## src/rtl/rfb_pkg.sv

```systemverilog
package rfb_pkg;
   localparam logic [2:0] CT_CLASSIC = 3'b000;
   localparam logic [2:0] CT_CONST   = 3'b001;
   localparam logic [2:0] CT_INCR    = 3'b010;
   localparam logic [2:0] CT_EOB     = 3'b111;

   localparam logic [1:0] BT_LINEAR  = 2'b00;
   localparam logic [1:0] BT_WRAP4   = 2'b01;
   localparam logic [1:0] BT_WRAP8   = 2'b10;
   localparam logic [1:0] BT_WRAP16  = 2'b11;
endpackage

```

## src/rtl/rfb_next_addr.sv

```systemverilog
module rfb_next_addr
   import rfb_pkg::*;
#(
   parameter int WAW = 6
)(
   input  logic [WAW-1:0] cur,
   input  logic           incr,
   input  logic [1:0]     bte,
   input  logic           grp_end,
   output logic [WAW-1:0] nxt
);
   logic [WAW-1:0] low_mask;
   logic [WAW-1:0] grp_step;
   logic [WAW-1:0] plus1;

   always_comb begin
      unique case (bte)
         BT_WRAP4:  begin low_mask = WAW'(3);  grp_step = WAW'(4);  end
         BT_WRAP8:  begin low_mask = WAW'(7);  grp_step = WAW'(8);  end
         BT_WRAP16: begin low_mask = WAW'(15); grp_step = WAW'(16); end
         default:   begin low_mask = '1;       grp_step = '0;       end
      endcase
   end

   assign plus1 = cur + WAW'(1);

   always_comb begin
      if (!incr)
         nxt = cur;
      else
         nxt = ((cur & ~low_mask) + (grp_end ? grp_step : '0)) | (plus1 & low_mask);
   end

   // an incrementing step always moves, a constant step never does
   always_comb begin
      if (incr)
         p_incr_moves_r7: assert (nxt != cur) else $error("next word equals current on increment");
      else
         p_const_stays_r8: assert (nxt == cur) else $error("constant burst changed word");
   end
endmodule

```

## src/rtl/rfb_mem.sv

```systemverilog
module rfb_mem #(
   parameter int DW    = 32,
   parameter int DEPTH = 64
)(
   input  logic                   clk,
   input  logic                   rst_n,
   input  logic                   wr_en,
   input  logic [DW/8-1:0]        wr_sel,
   input  logic [$clog2(DEPTH)-1:0] wr_idx,
   input  logic [DW-1:0]          wr_data,
   input  logic [$clog2(DEPTH)-1:0] rd_idx,
   output logic [DW-1:0]          rd_data
);
   localparam int NL = DW / 8;

   for (genvar l = 0; l < NL; l++) begin : g_lane
      logic [7:0] lane_q [DEPTH];

      always_ff @(posedge clk or negedge rst_n) begin
         if (!rst_n) begin
            for (int i = 0; i < DEPTH; i++) lane_q[i] <= '0;
         end else if (wr_en && wr_sel[l]) begin
            lane_q[wr_idx] <= wr_data[8*l +: 8];
         end
      end

      assign rd_data[8*l +: 8] = lane_q[rd_idx];
   end
endmodule

```

## src/rtl/rfb_mem_slave.sv

```systemverilog
module rfb_mem_slave
   import rfb_pkg::*;
#(
   parameter int DW = 32,
   parameter int AW = 8
)(
   input  logic            clk,
   input  logic            rst_n,
   input  logic            cyc_i,
   input  logic            stb_i,
   input  logic            we_i,
   input  logic [AW-1:0]   adr_i,
   input  logic [DW/8-1:0] sel_i,
   input  logic [2:0]      cti_i,
   input  logic [1:0]      bte_i,
   input  logic [DW-1:0]   dat_i,
   output logic [DW-1:0]   dat_o,
   output logic            ack_o
);
   localparam int NL    = DW / 8;
   localparam int LSB   = $clog2(NL);
   localparam int WAW   = AW - LSB;
   localparam int DEPTH = 1 << WAW;

   if ((DW % 8) != 0 || (NL & (NL - 1)) != 0) begin : g_bad_dw
      $error("rfb_mem_slave: DW must be 8 times a power of two");
   end
   if (WAW < 4 || WAW > 12) begin : g_bad_aw
      $error("rfb_mem_slave: word address width must be 4 to 12 bits");
   end
   if (LSB > 0) begin : g_low
      logic unused_low;
      assign unused_low = ^adr_i[LSB-1:0];
   end

   logic [WAW-1:0] req_w, nxt_w, rd_w;
   logic [DW-1:0]  rd_data;
   logic           ack_q;
   logic [DW-1:0]  dat_q;
   logic [3:0]     beat_cnt;
   logic [3:0]     cnt_mask;
   logic           beat_done, start_req, keep_going, grp_end;

   assign req_w      = adr_i[AW-1:LSB];
   assign beat_done  = cyc_i & stb_i & ack_q;
   assign start_req  = cyc_i & stb_i & ~ack_q;
   assign keep_going = (cti_i == CT_CONST) || (cti_i == CT_INCR);

   always_comb begin
      unique case (bte_i)
         BT_WRAP4:  cnt_mask = 4'd3;
         BT_WRAP8:  cnt_mask = 4'd7;
         default:   cnt_mask = 4'd15;
      endcase
   end
   assign grp_end = (bte_i != BT_LINEAR) && ((beat_cnt & cnt_mask) == cnt_mask);

   rfb_next_addr #(.WAW(WAW)) u_next (
      .cur     (req_w),
      .incr    (cti_i == CT_INCR),
      .bte     (bte_i),
      .grp_end (grp_end),
      .nxt     (nxt_w)
   );

   assign rd_w = beat_done ? nxt_w : req_w;

   rfb_mem #(.DW(DW), .DEPTH(DEPTH)) u_mem (
      .clk     (clk),
      .rst_n   (rst_n),
      .wr_en   (beat_done & we_i),
      .wr_sel  (sel_i),
      .wr_idx  (req_w),
      .wr_data (dat_i),
      .rd_idx  (rd_w),
      .rd_data (rd_data)
   );

   always_ff @(posedge clk or negedge rst_n) begin
      if (!rst_n) begin
         ack_q    <= 1'b0;
         dat_q    <= '0;
         beat_cnt <= '0;
      end else if (!cyc_i) begin
         ack_q    <= 1'b0;
         beat_cnt <= '0;
      end else if (beat_done) begin
         ack_q    <= keep_going;
         beat_cnt <= keep_going ? beat_cnt + 4'd1 : 4'd0;
         if (keep_going) dat_q <= rd_data;
      end else if (start_req) begin
         ack_q    <= 1'b1;
         beat_cnt <= '0;
         dat_q    <= rd_data;
      end
   end

   assign ack_o = ack_q;
   assign dat_o = dat_q;

   p_req_acked_r2: assert property (@(posedge clk) disable iff (!rst_n)
      cyc_i && stb_i && !ack_o |=> ack_o) else $error("request not acknowledged");
   p_classic_drop_r2: assert property (@(posedge clk) disable iff (!rst_n)
      cyc_i && stb_i && ack_o && !(cti_i == CT_CONST || cti_i == CT_INCR) |=> !ack_o)
      else $error("classic beat kept ack");
   p_burst_keep_r3: assert property (@(posedge clk) disable iff (!rst_n)
      cyc_i && stb_i && ack_o && (cti_i == CT_CONST || cti_i == CT_INCR) |=> ack_o)
      else $error("burst beat dropped ack");
   p_no_spurious_r4: assert property (@(posedge clk) disable iff (!rst_n)
      !ack_o && !stb_i |=> !ack_o) else $error("ack without request");
   p_hold_r5: assert property (@(posedge clk) disable iff (!rst_n)
      cyc_i && ack_o && !stb_i |=> ack_o && $stable(dat_o)) else $error("held beat changed");
   p_eob_drop_r6: assert property (@(posedge clk) disable iff (!rst_n)
      cyc_i && stb_i && ack_o && cti_i == CT_EOB |=> !ack_o) else $error("ack kept after end of burst");
   p_idle_ack_r11: assert property (@(posedge clk) disable iff (!rst_n)
      !cyc_i |=> !ack_o) else $error("ack while no cycle");
endmodule

```

## config.mk

```make
export PLATFORM = sky130hd
export DESIGN_NAME = rfb_mem_slave
export DESIGN_NICKNAME = d
export VERILOG_FILES = /design/src/rtl/rfb_pkg.sv /design/src/rtl/rfb_next_addr.sv /design/src/rtl/rfb_mem.sv /design/src/rtl/rfb_mem_slave.sv
export SDC_FILE = /design/constraint.sdc
export NUM_CORES = 2
export LEC_CHECK = 0
export BUFFER_PORTS_ARGS = -buffer_cell sky130_fd_sc_hd__buf_2
export CAP_MARGIN = 20
export CELL_PAD_IN_SITES_DETAIL_PLACEMENT = 0
export CELL_PAD_IN_SITES_GLOBAL_PLACEMENT = 1
export CORE_UTILIZATION = 53
export CTS_CLUSTER_DIAMETER = 60
export DETAILED_ROUTE_END_ITERATION = 10
export PLACE_DENSITY_LB_ADDON = 0.1
export SETUP_SLACK_MARGIN = 0.5
export SYNTH_ARGS = -nofsm -noshare
export SYNTH_HDL_FRONTEND = slang
export SYNTH_SLANG_ARGS = --single-unit
export TNS_END_PERCENT = 1
```

## constraint.sdc

```tcl
create_clock -name clk -period 4.75 [get_ports clk]
set_clock_uncertainty 0.05 [all_clocks]
set_input_delay 0.95 -clock clk [delete_from_list [all_inputs] [get_ports clk]]
set_output_delay 0.95 -clock clk [all_outputs]
set_load 0.02 [all_outputs]
```

# == Word level (Yosys, flattened, before mapping) ==
# Index checks and enable logic that the tools add are counted.
# totals
regBits,2085
inputBits,54
# op_classes
add_sub_neg,3
magnitude_cmp,3
n_eq_ne,8
muxes,34
bitwise_logic,12
reduce_logical,10
# ops
cell,n
$bwmux 512,4
$bmux 8 s6,4
$mux 32,3
$mux 8,9
$demux 8 s6,1
$pmux 6 s3,1
$mux 4,4
$pmux 5 s3,1
$ge 7x7->1 const B,2
$not 6->7,2
$and 6x6->6,2
$mux 6,2
$pmux 4 s2,1
$lt 7x1->1 const B,1
$add 6x1->6 const B,1
$add 6x6->6,1
$logic_and 1x1->1,6
$not 6->6,1
$or 6x6->6,1
$mux 5,1
$add 4x1->4 const B,1
$and 1x1->1,4
$and 4x4->4,1
$eq 2x2->1 const B,2
11 further kinds,14

# == Longest topological paths before layout ==
# logic_depth
ltp_word,16
depth_mapped,19

# == Cells and area by module ==
# Synthesis repeated with hierarchy kept, for this count alone.
# unflattened
hier_cells,6071
area_unflattened_um2,95236.3
# by_module_without_submodules
mod,n_inst,cells_per_inst,area_each_um2
rfb_mem,1,5913,93163.1
rfb_mem_slave,1,106,1697.9
rfb_next_addr,1,52,375.4

# == Worst setup path after synthesis ==
# No wires, ideal clock.
# synth_path
path_kind,input-to-reg
start,input port bte_i[0]
end,"register dat_q[30], in the netlist dat_o[30]"
t_arrival_ps,4260
path_slack_ps,307
path_stages,19
path_buffers,4
path_cell_list,inv_1 -> ha_1 -> nor2_1 -> nor4b_1 -> and2_1 -> ha_1 -> inv_1 -> fa_1 -> xor2_1 -> nor3_1 -> a2111o_1 -> buf_2 -> buf_4 -> nor2_1 -> buf_2 -> buf_1 -> o21ai_0 -> nand4_1 -> nand4b_1
# synth_between
elab_chain_len,16
# synth_lines
item,line,source
from (decl),rfb_mem_slave.sv:15,"input logic [1:0] bte_i,"
$eq 2x2->1 or $eq 2x1->1 (tied branches),"rfb_next_addr.sv:17, rfb_mem_slave.sv:50",
$pmux 4 s2,rfb_mem_slave.sv:50,unique case (bte_i)
$and 4x4->4,rfb_mem_slave.sv:56,assign grp_end = (bte_i != BT_LINEAR) && ((beat_cnt & cnt_mask) == cnt_mask);
$eq 4x4->1,rfb_mem_slave.sv:56,
$logic_and 1x1->1,rfb_mem_slave.sv:56,
$mux 5,rfb_next_addr.sv:31,nxt = ((cur & ~low_mask) + (grp_end ? grp_step : '0)) | (plus1 & low_mask);
$add 6x6->6,rfb_next_addr.sv:31,
$or 6x6->6 *,rfb_next_addr.sv:31,
$mux 6 *,rfb_next_addr.sv:28,if (!incr)
$mux 6 *,rfb_mem_slave.sv:66,assign rd_w = beat_done ? nxt_w : req_w;
$not 6->7 (not written as such) *,rfb_mem.sv:27,assign rd_data[8*l +: 8] = lane_q[rd_idx];
$bmux 8 s6 *,rfb_mem.sv:27,
$mux 8 (not written as such) * (2 in a row),rfb_mem.sv:27,
$mux 32 (on tied branches),"rfb_mem_slave.sv:91, rfb_mem_slave.sv:90",
$mux 32 *,rfb_mem_slave.sv:87,end else if (beat_done) begin
to (signal assigned),rfb_mem_slave.sv:90,if (keep_going) dat_q <= rd_data;
to (signal assigned),rfb_mem_slave.sv:94,dat_q <= rd_data;
to (decl),rfb_mem_slave.sv:39,logic [DW-1:0] dat_q;
# Mark *: on every way between the ends. The rest lies on a longest branch, timed or not. The select of a mux whose other input is x is not followed.
# A chain may end at the register's enable or synchronous reset.

# == Worst setup path after layout ==
# layout_path
start,input port bte_i[0]
end,"register dat_q[1], in the netlist dat_o[1]"
# Same word-level chain as after synthesis.

==> impl_metrics.py <==
metrics = {
    "timing": {
        "setup_viol": 0,
        "setup_ws_ns": 0.631,
        "drv_slew": 0,
        "slew_headroom_pct": 17.3,
        "tightestPinTransition_ns": 1.24,
        "finalCritPeriodShare_pct": 86.7,
        "rsz0062_at_grt": "yes",
        "period_needed_ns": 4.12,
        "hold_viol": 0,
        "whs_ns": 0.385,
        "fmax_mhz": 243,
    },
    "global_routing": {
        "grt_use_met2_pct": 54.7,
        "grt_busiest_layer": "met2",
        "grt_use_total_pct": 34.6,
        "grt_start_max_net_pins": 156,
        "grt_use_met3_pct": 6.78,
        "gr-total-overflow": 0,
        "grt_pass1_vias": 67900,
        "grt_antenna_before_repair": 20,
        "grt_pass1_wl_um": 473000,
        "grt_use_met1_pct": 46.2,
    },
    "drt": {
        "ant_nets": 0,
        "drt_iter0_markers": 6443,
        "dr.pass1.iters": 5,
        "num_vias": 68400,
        "wire_per_inst_um": 30.5,
        "wl_um": 325000,
        "drc": 0,
        "vias_per_cell": 6.42,
    },
    "min_path": {
        "hp-class": "in2reg",
    },
    "final_layout": {
        "seq_area_sq_um": 52200,
        "fillCellCount": 14800,
        "syn_to_final_growth_pct": 12.9,
        "drive_gt1_share_pct": 37.5,
        "multi_input_area_sq_um": 43800,
        "design_area_sq_um": 111000,
        "nets": 8070,
    },
    "floorplanning": {
        "die-area_sq_um": 188000,
        "ios": 87,
        "initial_core_util_pct": 53.6,
        "fp.dieH_um": 433,
        "die_w_um": 433,
        "rows": 157,
        "coreArea_sq_um": 184000,
    },
    "power": {
        "peakVddDrop_v": 0.000330,
        "p_per_area_nw_per_um2": 349,
        "p_leak_nw": 54.0,
    },
    "yosys": {
        "synth_cell_types": 82,
        "synth_edf_count": 0,
        "syn_inst": 7887,
        "synth_area_sq_um": 98500,
        "dominantRegCellSynth": "dfrtp_1",
        "synthArstFlopShare_pct": 100,
        "yosys_register_bits": 2085,
        "synth_warnings": 0,
        "ys_seq_area_share_pct": 53.0,
        "syn-num-nets": 7951,
        "avgSynthCellArea_sq_um": 12.5,
    },
    "place": {
        "place_ws_ns": -0.368,
        "routabilityCongestion": 0.971,
        "placed_cell_area_sq_um": 104000,
        "dp_hpwl_um": 221000,
        "io_buffers": 84,
    },
    "cts": {
        "cts_tree": "built",
        "clockRootBuffer": "clkbuf_16",
        "htree_levels": 4,
        "cts.path.max_buffers": 3,
        "cts_sinks": 2085,
        "clk_pin_slew_worst_paths_ns": 0.06,
        "cts_inserted_buffers": 220,
        "insertion_delay_ns": 0.89,
    },
    "worst_setup_path": {
        "endpoint_kind": "flop",
        "startpoint_type": "input port",
        "slowest_delay_ns": 0.47,
        "crit_chain": "buf_2 -> inv_1 -> ha_1 -> nor2_1 -> nor4b_4 -> and2_1 -> ha_1 -> inv_1 -> fa_1 -> xor2_2 -> nor3_2 -> a2111o_2 -> buf_4 -> nand2_2 -> buf_12 -> a31oi_1 -> a31oi_1 -> a31oi_2 -> a221o_1",
        "crit_buf_inv": 5,
        "cp_max_fo": 6,
        "crit_family": "compound AO/OA/AOI/OAI gates",
        "critPathSlowestCell": "fa_1",
        "cp.required_ns": 5.45,
        "arrival_ns": 4.82,
        "crit_type": "in2reg",
    },
    "run_status": {
        "outcome": "finished, final reports clean",
    },
    "job": {
        "max-cap-violations": 0,
    },
}
power breakdown:
group | leakage [nW] | internal, W | switching (W)
Combinational | 21.3 | 0.000917 | 0.00222
Clock | 3.57 | 0.0102 | 0.00731
Sequential | 29.0 | 0.0180 | 0.000244
Total | 54.0 | 0.0290 | 0.00977
path summary, 6_finish.rpt:
path,from,to,slack (ns),depth (start not counted)
setup / recovery,bte_i[0],dat_o[1],0.63,19
setup reg to reg,beat_cnt[0],dat_o[1],0.65,16
hold / removal,stb_i,ack_o,0.39,4
max in group asynchronous,rst_n,u_mem.g_lane[0].lane_q[148],2.61,3
hold reg to reg,u_mem.g_lane[2].lane_q[199],u_mem.g_lane[2].lane_q[199],0.45,1
min in group asynchronous,rst_n,u_mem.g_lane[0].lane_q[480],0.58,2
layout make-up:
cell class / count / share of cell area, %
repair buffers: 511 / 4.28
inverters: 9 / 0.0304
multi-input cells: 5179 / 39.4
flip-flops and latches: 2085 / 46.9
clock buffers: 333 / 5.85
clock inverters: 58 / 0.710
diodes: 15 / 0.0338
well taps: 2464 / 2.77
what timing repair did:
| item | CTS | global route |
|---|---|---|
| buffers inserted | 2 | 0 |
| resized for setup | 0 | 4 |
| pin swaps | 1 | 0 |
| hold buffers | 1 | 0 |
| endpoints found under the setup margin | 1 | 23 |
| hold endpoints to repair | 15 | 0 |
| gates cloned | 0 | 0 |
per-stage QoR:
step	std cells	utilization [%]	TNS [ns]	power (W)
final	10700	60.5	0	0.0388
after global routing	10600	60.5	0	0.0399
after CTS	10600	60.4	0	0.0390
after detailed placement	10200	56.4	-7.12	0.0216
after global placement	10200	56.4	-8.82	0.0216
after floorplan	7887	-	0	0.0199
layer usage:
metal | part of all wire [%] | routed length, um
met5 | 0.021 | 69
met4 | 4.7 | 15200
met3 | 6.9 | 22500
met2 | 47 | 152000
met1 | 41 | 135000
placed cells by master (no fill, tap or decap), types with 15 or more instances in the layout:
| cell type | netlist | layout |
|---|---|---|
| mux2_2 | 2054 | 2054 |
| clkinv_2 | 0 | 24 |
| and3_1 | 57 | 53 |
| nor2_1 | 90 | 80 |
| nand4_1 | 61 | 61 |
| nand3_1 | 276 | 275 |
| o211ai_1 | 18 | 18 |
| mux4_2 | 108 | 108 |
| nand2_1 | 1283 | 1278 |
| a211oi_1 | 87 | 87 |
| buf_2 | 125 | 80 |
| clkbuf_16 | 0 | 222 |
| o211a_1 | 16 | 16 |
| o2111ai_1 | 34 | 33 |
| clkbuf_8 | 0 | 54 |
| buf_12 | 2 | 88 |
| mux2i_1 | 423 | 423 |
| o21ai_0 | 33 | 33 |
| clkbuf_1 | 380 | 58 |
| a31oi_1 | 127 | 126 |
| buf_4 | 25 | 337 |
| nor2b_1 | 28 | 28 |
| diode_2 | 0 | 15 |
| a32oi_1 | 176 | 176 |
| dfrtp_1 | 2085 | 2085 |
| a21oi_1 | 37 | 35 |
| a311oi_1 | 29 | 29 |
| o221ai_1 | 15 | 15 |
| o22ai_1 | 23 | 23 |
| a221oi_1 | 28 | 28 |
| a22oi_1 | 25 | 25 |
state kept, by name, summed over array words and instances, names as in the netlist:
name and flops:
ack_o 1, beat_cnt 4, dat_o 32, u_mem.g_lane.lane_q 2048
cells in the mapped netlist, types with 28 or more instances:
library cell,count,area (sq um)
mux2i_1,423,4230
dfrtp_1,2085,52200
buf_1,66,248
nor2_1,90,338
a211oi_1,87,653
nand4_1,61,382
a31oi_1,127,795
buf_2,125,626
a221oi_1,28,245
and3_1,57,357
a21oi_1,37,185
a32oi_1,176,1540
mux4_2,108,2430
mux2_2,2054,23100
nor2b_1,28,175
a311oi_1,29,254
o2111ai_1,34,298
o21ai_0,33,165
clkbuf_1,380,1430
nand2_1,1283,4820
nand3_1,276,1380
worst min-delay path, stage by stage:
cell and delay (ns):
buf_2 0.12, nor2b_1 0.09, nand2_1 0.08, nand2_1 0.05
kinds of logic (layout without fill, tap and decap cells):
kind of cell | Yosys count | in the layout | share of synthesized area (%)
compound gates | 729 | 729 | 5.75
xor+xnor | 3 | 3 | 0.0267
fa+ha+maj | 10 | 10 | 0.135
buf+inv | 623 | 911 | 2.79
flops | 2085 | 2085 | 53.0
mux | 2592 | 2592 | 30.4
other cells | 0 | 15 | 0
simple gates | 1845 | 1845 | 7.90
No activity file was read; power rests on OpenSTA's default activity.
